==> config.mk <==
export PLATFORM = sky130hd
export DESIGN_NAME = pllc_top
export DESIGN_NICKNAME = d
export VERILOG_FILES = /design/src/rtl/pllc_pkg.sv /design/src/rtl/pllc_lock_sync.sv /design/src/rtl/pllc_clk_sel.sv /design/src/rtl/pllc_mode_reg.sv /design/src/rtl/pllc_top.sv
export SDC_FILE = /design/constraint.sdc
export NUM_CORES = 1
export LEC_CHECK = 0
export BUFFER_PORTS_ARGS = -buffer_cell sky130_fd_sc_hd__buf_2
export CAP_MARGIN = 20
export CELL_PAD_IN_SITES_DETAIL_PLACEMENT = 0
export CELL_PAD_IN_SITES_GLOBAL_PLACEMENT = 1
export CORE_MARGIN = 5
export CORE_UTILIZATION = 27
export DETAILED_ROUTE_END_ITERATION = 10
export PLACE_DENSITY = 0.72
export SETUP_SLACK_MARGIN = 0.15
export SLEW_MARGIN = 20
export SYNTH_ARGS = -nofsm -noshare
export SYNTH_HDL_FRONTEND = slang
export SYNTH_HIERARCHICAL = 1
export SYNTH_SLANG_ARGS = --single-unit
==> constraint.sdc <==
create_clock -name clk -period 1.6 [get_ports clk]
set_input_delay 0.16 -clock clk [delete_from_list [all_inputs] [get_ports clk]]
set_output_delay 0.16 -clock clk [all_outputs]
set_load 0.02 [all_outputs]
==> src/rtl/pllc_pkg.sv <==
package pllc_pkg;

  typedef enum logic [1:0] {
    MULT_X3   = 2'b00,
    MULT_X4   = 2'b01,
    MULT_X5   = 2'b10,
    MULT_RSVD = 2'b11
  } mult_e;

  // register addresses
  localparam int REG_MODE = 0;
  localparam int REG_CTRL = 1;
  localparam int REG_STAT = 2;

  // bit positions
  localparam int CTRL_PD_BIT   = 0;
  localparam int CTRL_SEL_BIT  = 1;
  localparam int STAT_LOCK_BIT = 0;
  localparam int STAT_ERR_BIT  = 1;
  localparam int STAT_USB_BIT  = 2;

  function automatic logic [2:0] factor_of(mult_e m);
    case (m)
      MULT_X3: return 3'd3;
      MULT_X5: return 3'd5;
      default: return 3'd4;
    endcase
  endfunction

  function automatic logic code_ok(logic [1:0] c);
    return c != MULT_RSVD;
  endfunction

endpackage

==> src/rtl/pllc_lock_sync.sv <==
module pllc_lock_sync #(
  parameter int STAGES = 2
) (
  input  logic clk,
  input  logic rst_n,
  input  logic async_in,
  output logic sync_out
);
  generate
    if (STAGES <= 1) begin : g_single
      logic q;
      always_ff @(posedge clk or negedge rst_n) begin
        if (!rst_n) q <= 1'b0;
        else        q <= async_in;
      end
      assign sync_out = q;
    end else begin : g_chain
      logic [STAGES-1:0] chain;
      always_ff @(posedge clk or negedge rst_n) begin
        if (!rst_n) chain <= '0;
        else        chain <= {chain[STAGES-2:0], async_in};
      end
      assign sync_out = chain[STAGES-1];
    end
  endgenerate
endmodule

==> src/rtl/pllc_clk_sel.sv <==
module pllc_clk_sel (
  input  logic clk,
  input  logic rst_n,
  input  logic ctrl_wr,
  input  logic wr_pd,
  input  logic wr_sel,
  input  logic lock_ok,
  output logic pwr_down,
  output logic fast_sel,
  output logic evt_sel_refused,
  output logic evt_sel_to_pll
);
  logic clear_req;

  assign clear_req       = ctrl_wr & ~wr_pd & ~wr_sel;
  assign evt_sel_refused = clear_req & ~lock_ok;
  assign evt_sel_to_pll  = clear_req & lock_ok;

  always_ff @(posedge clk or negedge rst_n) begin
    if (!rst_n) begin
      pwr_down <= 1'b1;
      fast_sel <= 1'b1;
    end else if (ctrl_wr) begin
      pwr_down <= wr_pd;
      if (wr_pd || wr_sel) fast_sel <= 1'b1;
      else                 fast_sel <= ~lock_ok;
    end
  end
endmodule

==> src/rtl/pllc_mode_reg.sv <==
module pllc_mode_reg
  import pllc_pkg::*;
(
  input  logic       clk,
  input  logic       rst_n,
  input  logic       mode_wr,
  input  logic [1:0] wr_code,
  input  logic       pll_selected,
  input  logic       err_clr,
  output mult_e      mode,
  output logic       err,
  output logic       evt_blocked,
  output logic       evt_reserved
);
  assign evt_blocked  = mode_wr & pll_selected;
  assign evt_reserved = mode_wr & ~pll_selected & ~code_ok(wr_code);

  always_ff @(posedge clk or negedge rst_n) begin
    if (!rst_n) begin
      mode <= MULT_X4;
      err  <= 1'b0;
    end else begin
      if (mode_wr) begin
        if (pll_selected)          err  <= 1'b1;
        else if (code_ok(wr_code)) mode <= mult_e'(wr_code);
      end else if (err_clr) begin
        err <= 1'b0;
      end
    end
  end
endmodule

==> src/rtl/pllc_top.sv <==
module pllc_top
  import pllc_pkg::*;
#(
  parameter int ADDR_W      = 2,
  parameter int DATA_W      = 8,
  parameter int SYNC_STAGES = 2
) (
  input  logic              clk,
  input  logic              rst_n,
  input  logic              wr_en,
  input  logic [ADDR_W-1:0] addr,
  input  logic [DATA_W-1:0] wdata,
  output logic [DATA_W-1:0] rdata,
  input  logic              pll_lock_in,
  output logic              pll_pwrdn,
  output logic [1:0]        pll_mult_code,
  output logic [2:0]        mult_factor,
  output logic              pll_active,
  output logic              usb_ready,
  output logic              mode_err
);
  localparam logic [ADDR_W-1:0] A_MODE = ADDR_W'(REG_MODE);
  localparam logic [ADDR_W-1:0] A_CTRL = ADDR_W'(REG_CTRL);
  localparam logic [ADDR_W-1:0] A_STAT = ADDR_W'(REG_STAT);

  logic  lock_sync, lock_ok;
  logic  pwr_down, fast_sel;
  logic  mode_wr, ctrl_wr, stat_wr;
  logic  evt_sel_refused, evt_sel_to_pll, evt_blocked, evt_reserved;
  mult_e mode;
  logic  err;
  logic  unused_wdata_bits;

  assign unused_wdata_bits = ^wdata[DATA_W-1:2];

  assign mode_wr = wr_en && (addr == A_MODE);
  assign ctrl_wr = wr_en && (addr == A_CTRL);
  assign stat_wr = wr_en && (addr == A_STAT);

  pllc_lock_sync #(.STAGES(SYNC_STAGES)) u_sync (
    .clk(clk), .rst_n(rst_n), .async_in(pll_lock_in), .sync_out(lock_sync)
  );

  assign lock_ok = lock_sync & ~pwr_down;

  pllc_clk_sel u_sel (
    .clk(clk), .rst_n(rst_n), .ctrl_wr(ctrl_wr),
    .wr_pd(wdata[CTRL_PD_BIT]), .wr_sel(wdata[CTRL_SEL_BIT]),
    .lock_ok(lock_ok), .pwr_down(pwr_down), .fast_sel(fast_sel),
    .evt_sel_refused(evt_sel_refused), .evt_sel_to_pll(evt_sel_to_pll)
  );

  pllc_mode_reg u_mode (
    .clk(clk), .rst_n(rst_n), .mode_wr(mode_wr), .wr_code(wdata[1:0]),
    .pll_selected(~fast_sel), .err_clr(stat_wr && wdata[STAT_ERR_BIT]),
    .mode(mode), .err(err), .evt_blocked(evt_blocked), .evt_reserved(evt_reserved)
  );

  assign pll_pwrdn     = pwr_down;
  assign pll_mult_code = mode;
  assign mult_factor   = factor_of(mode);
  assign pll_active    = ~fast_sel;
  assign usb_ready     = ~fast_sel && (mode == MULT_X4);
  assign mode_err      = err;

  always_comb begin
    rdata = '0;
    if (addr == A_MODE) begin
      rdata[1:0] = mode;
    end else if (addr == A_CTRL) begin
      rdata[CTRL_PD_BIT]  = pwr_down;
      rdata[CTRL_SEL_BIT] = fast_sel;
    end else if (addr == A_STAT) begin
      rdata[STAT_LOCK_BIT] = lock_ok;
      rdata[STAT_ERR_BIT]  = err;
      rdata[STAT_USB_BIT]  = usb_ready;
    end
  end
endmodule

Word level (Yosys, flattened, before mapping)
Index checks and enable logic that the tools add are counted.
{"block": "word_totals", "output_inout_bits": 17, "mem_count": 0, "rom_bits": 0, "inputBits": 14, "latchBits": 0, "reg_bits": 7, "word_cells": 36, "mem_bits_rw": 0}
{"block": "op_classes", "mux": 10, "div_mod_pow": 0, "magnitude_cmp": 0, "n_eq_ne": 6, "reduce_logical": 11, "multipliers": 0, "bitwise_logic": 4, "n_shift": 0, "addsub": 0}
{"op": "1-bit two-way mux", "n": 6}
{"op": "3-bit case mux with 2 select lines", "n": 1}
{"op": "1-bit logical AND", "n": 5}
{"op": "2-bit by 1-bit == test with 1-bit output (second input constant)", "n": 2}
{"op": "2-bit == test (second input constant)", "n": 2}
{"op": "2-bit zero test", "n": 2}
{"op": "2-bit two-way mux", "n": 2}
{"op": "2-bit != test (second input constant)", "n": 2}
{"op": "3-bit two-way mux", "n": 1}
{"op": "1-bit inverter", "n": 3}
{"op": "3-bit AND reduction", "n": 1}
{"op": "2-bit AND reduction", "n": 1}
{"op": "2-bit nonzero test", "n": 1}
{"op": "1-bit AND", "n": 1}
{"op": "1-bit logical OR", "n": 1}

Logic depth before layout (Yosys ltp)
{"block": "depth", "ltp_word": 5, "depth_mapped": 3, "ltp_nobuf": 3}

Hierarchy
The synthesis kept the hierarchy.
{"module": "pllc_top", "cells_each": 21, "n_inst": 1, "area_each_um2": 151.4, "seq_area_each_um2": 0.0}
{"module": "pllc_mode_reg", "cells_each": 14, "n_inst": 1, "area_each_um2": 142.6, "seq_area_each_um2": 76.3}
{"module": "pllc_clk_sel", "cells_each": 8, "n_inst": 1, "area_each_um2": 102.6, "seq_area_each_um2": 52.6}
{"module": "pllc_lock_sync", "cells_each": 2, "n_inst": 1, "area_each_um2": 50.0, "seq_area_each_um2": 50.0}

Worst setup path before layout
OpenSTA, ideal clock, no wires.
{"block": "synth_timing", "path_type": "register -> output", "startpoint": "register u_mode.mode[0]", "endpoint": "output rdata[2]", "stages_incl_launch_ff": 3, "required_time_ns": 1.440, "arrival_ns": 1.282, "n_path_buf": 0, "path_slack_ns": 0.158, "cell_sequence": "dfstp_2 nor3b_2 and2_1"}
{"block": "synth_via", "elab_chain_cells": 5}
{"element": "start: declaration", "line": "pllc_mode_reg.sv:10", "rtl": "output mult_e mode,"}
{"element": "start signal: assignment", "line": "pllc_mode_reg.sv:25", "rtl": "else if (code_ok(wr_code)) mode <= mult_e'(wr_code);"}
{"element": "2-bit by 1-bit == test with 1-bit output", "line": "pllc_top.sv:63", "rtl": "assign usb_ready = ~fast_sel && (mode == MULT_X4);"}
{"element": "1-bit logical AND", "line": "pllc_top.sv:63"}
{"element": "net usb_ready", "line": "pllc_top.sv:19", "rtl": "output logic usb_ready,"}
{"element": "3-bit two-way mux", "line": "pllc_top.sv:73", "rtl": "end else if (addr == A_STAT) begin"}
{"element": "1-bit two-way mux", "line": "pllc_top.sv:70", "rtl": "end else if (addr == A_CTRL) begin"}
{"element": "1-bit two-way mux", "line": "pllc_top.sv:68", "rtl": "if (addr == A_MODE) begin"}
{"element": "end: declaration", "line": "pllc_top.sv:13", "rtl": "output logic [DATA_W-1:0] rdata,"}
The timed path passes the listed nets, and every way through them passes these cells.

Final worst setup path
{"block": "layout_timing", "startpoint": "register u_mode.mode[0]", "endpoint": "output rdata[2]"}
{"block": "layout_via", "elab_chain_cells": 5}
{"element": "2-bit by 1-bit == test with 1-bit output", "line": "pllc_top.sv:63"}
{"element": "1-bit logical AND", "line": "pllc_top.sv:63"}
{"element": "3-bit two-way mux", "line": "pllc_top.sv:73"}
{"element": "1-bit two-way mux", "line": "pllc_top.sv:70"}
{"element": "1-bit two-way mux", "line": "pllc_top.sv:68"}
Every way passes these cells.

==> results by group <==
Setup path
  – Cells along the critical path: nor3b_4 > and2_1 > buf_6
  – CP peak stage delay: ~0.55 ns
  – CP max-delay cell: dfstp_2
  – Reg2reg setup slack: around 0.44 ns
  – Crit Path Category: flip-flop to output port
  – CP Capture Type: output port
  – WP data required: 1.44 ns
  – Crit path DAT: between 1 and 1.5 ns
  – CP startpoint kind: flip-flop
  – Critical-path maximum fanout: 4

Routing
  – Drt pass-1 iters: 2
  – Initial drt markers: 7
  – Routed len/inst: between 10 and 15 um
  – Routed Antenna Nets: 0
  – Drt drc: 0
  – Total wire length: about 960 um
  – Via count: about 360
  – Vias per inst: between 4 and 5

Floorplanning
  – Core area: 1470 um2
  – Die height: roughly 49 um
  – Die X: 49.0 um
  – IO Count: 31
  – Row count: 14
  – Die area: between 2000 and 2500 um2
  – Initial Utilization: between 20% and 30%

STA
  – Final setup violating endpoints: 0
  – Hold slack: 0.0172 ns
  – Setup TNS: 0 ns
  – Max-slew violations: 0
  – RSZ-0062 raised after global routing: yes
  – Final hold viol count: 0
  – Worst-case clock skew: a little under 0.005 ns
  – Setup WS post-layout: about 0.18 ns
  – Final Critical Period: around 1.4 ns
  – Fin crit share: approximately 90%
  – FMAX: a little over 700 MHz

Flow run
  – Max-capacitance violation count: 0

Worst hold path
  – Hold Crit Class: input port to flip-flop

Clock tree
  – CTS H-tree depth: 1
  – Clock net sink count: 7
  – CTS root buffer: clkbuf_4
  – CTS tree: built
  – Worst skew pair latency: approximately 0.25 ns
  – CTS Buf Count: 3
  – Clock Tree Buf Depth: 2
  – Clock-pin slew on the worst setup and hold paths: 0.05 ns

Global route
  – All-Layer GR Usage: approximately 8.5%
  – First-pass GRT wire length: 1.60 mm
  – Pin count of the biggest net entering global routing: 8
  – GRT overflow: 0
  – Initial antenna violation count: 0
  – Number of global-route vias before repair: around 350

Cells and area
  – Layout area overhead: 38.0%
  – Fill cell count: 159
  – N_diodes: 0
  – Most frequent cells in the layout: 18 x buf_2, 5 x conb_1, 4 x inv_1, 4 x dfrtp_1
  – Most common cell after layout, fill and taps aside: buf_2
  – Layout cell share with drive strength beyond 1: between 40% and 50%
  – # nets final: 80

Power and ir drop
  – Power Density: between 1000 and 1500 nW/um2
  – Total Power: 674 uW
  – Leak Pwr: roughly 0.0003 uW
  – Worst VDD drop: 0.553 mV

Yosys
  – Mean Syn Cell Area: roughly 10 um2
  – Synth warn: 6
  – Mapped Cells: 40
  – Syn Std Cell Area: a little over 400 um2

Placement
  – GPL Wtd Cong: ~0.7
  – Pre-CTS WS: 0.393 ns
  – Port Buffer Count: 19

Run status
  – Outcome: complete, no violations
[per-stage QoR]
step | instance area, um2 | utilization (%) | cells
floorplan | 427 | - | 44
global placement | 504 | 34.3 | 74
detailed placement | 504 | 34.3 | 74
CTS | 561 | 38.1 | 80
global route | 568 | 38.6 | 81
finish | 568 | 38.6 | 81
[layer usage]
layer  share of wire, %  vias to the layer above  GRT usage (%)
met5                  0                        -              0
met4                1.5                        0           5.38
met3                 13                        2           3.67
met2                 40                       21           11.3
met1                 46                      163           11.1
li1                   -                      177              -
[area by class of cell]
class | instances | area (um2) | share of cell area, %
clock buffers | 4 | 26.3 | 4.63
inverters | 4 | 15.0 | 2.64
multi-input cells | 28 | 201 | 35.5
flip-flops and latches | 7 | 179 | 31.5
well taps | 16 | 20.0 | 3.52
repair buffers | 22 | 126 | 22.2
[flip-flops by register name, indices dropped and copies added, names as in the netlist]
| register | count |
|---|---|
| u_mode/mode | 2 |
| u_sync/g_chain.chain | 2 |
| u_mode/err | 1 |
| u_sel/fast_sel | 1 |
| u_sel/pwr_down | 1 |
[where the power goes]
group          switching (uW)  internal, uW  total [uW]
clock                    65.3          95.2         160
combinational             154           106         260
sequential               36.0           218         253
[path summary, 6_finish.rpt]
kind | startpoint | endpoint | cells after the start
max | u_mode/mode[0] | rdata[2] | 3
max reg2reg | u_sel/fast_sel | u_mode/mode[1] | 3
min | pll_lock_in | u_sync/g_chain.chain[0] | 1
max in group asynchronous | rst_n | u_sel/pwr_down | 2
min reg2reg | u_sync/g_chain.chain[0] | u_sync/g_chain.chain[1] | 0
min in group asynchronous | rst_n | u_mode/mode[1] | 2
[what timing repair did]
item	CTS	global route
pin swaps	1	0
hold endpoints to repair	7	0
setup endpoints to repair	1	1
buffers inserted	1	1
resized for setup	3	0
hold buffers	1	0
[worst max-delay path: cells and delay by family (launching register included)]
family        cells  cell delay, ns
buf+inv           1            0.11
simple gates      2            0.34
flops             1            0.55
(Power assumes the default switching activity.)
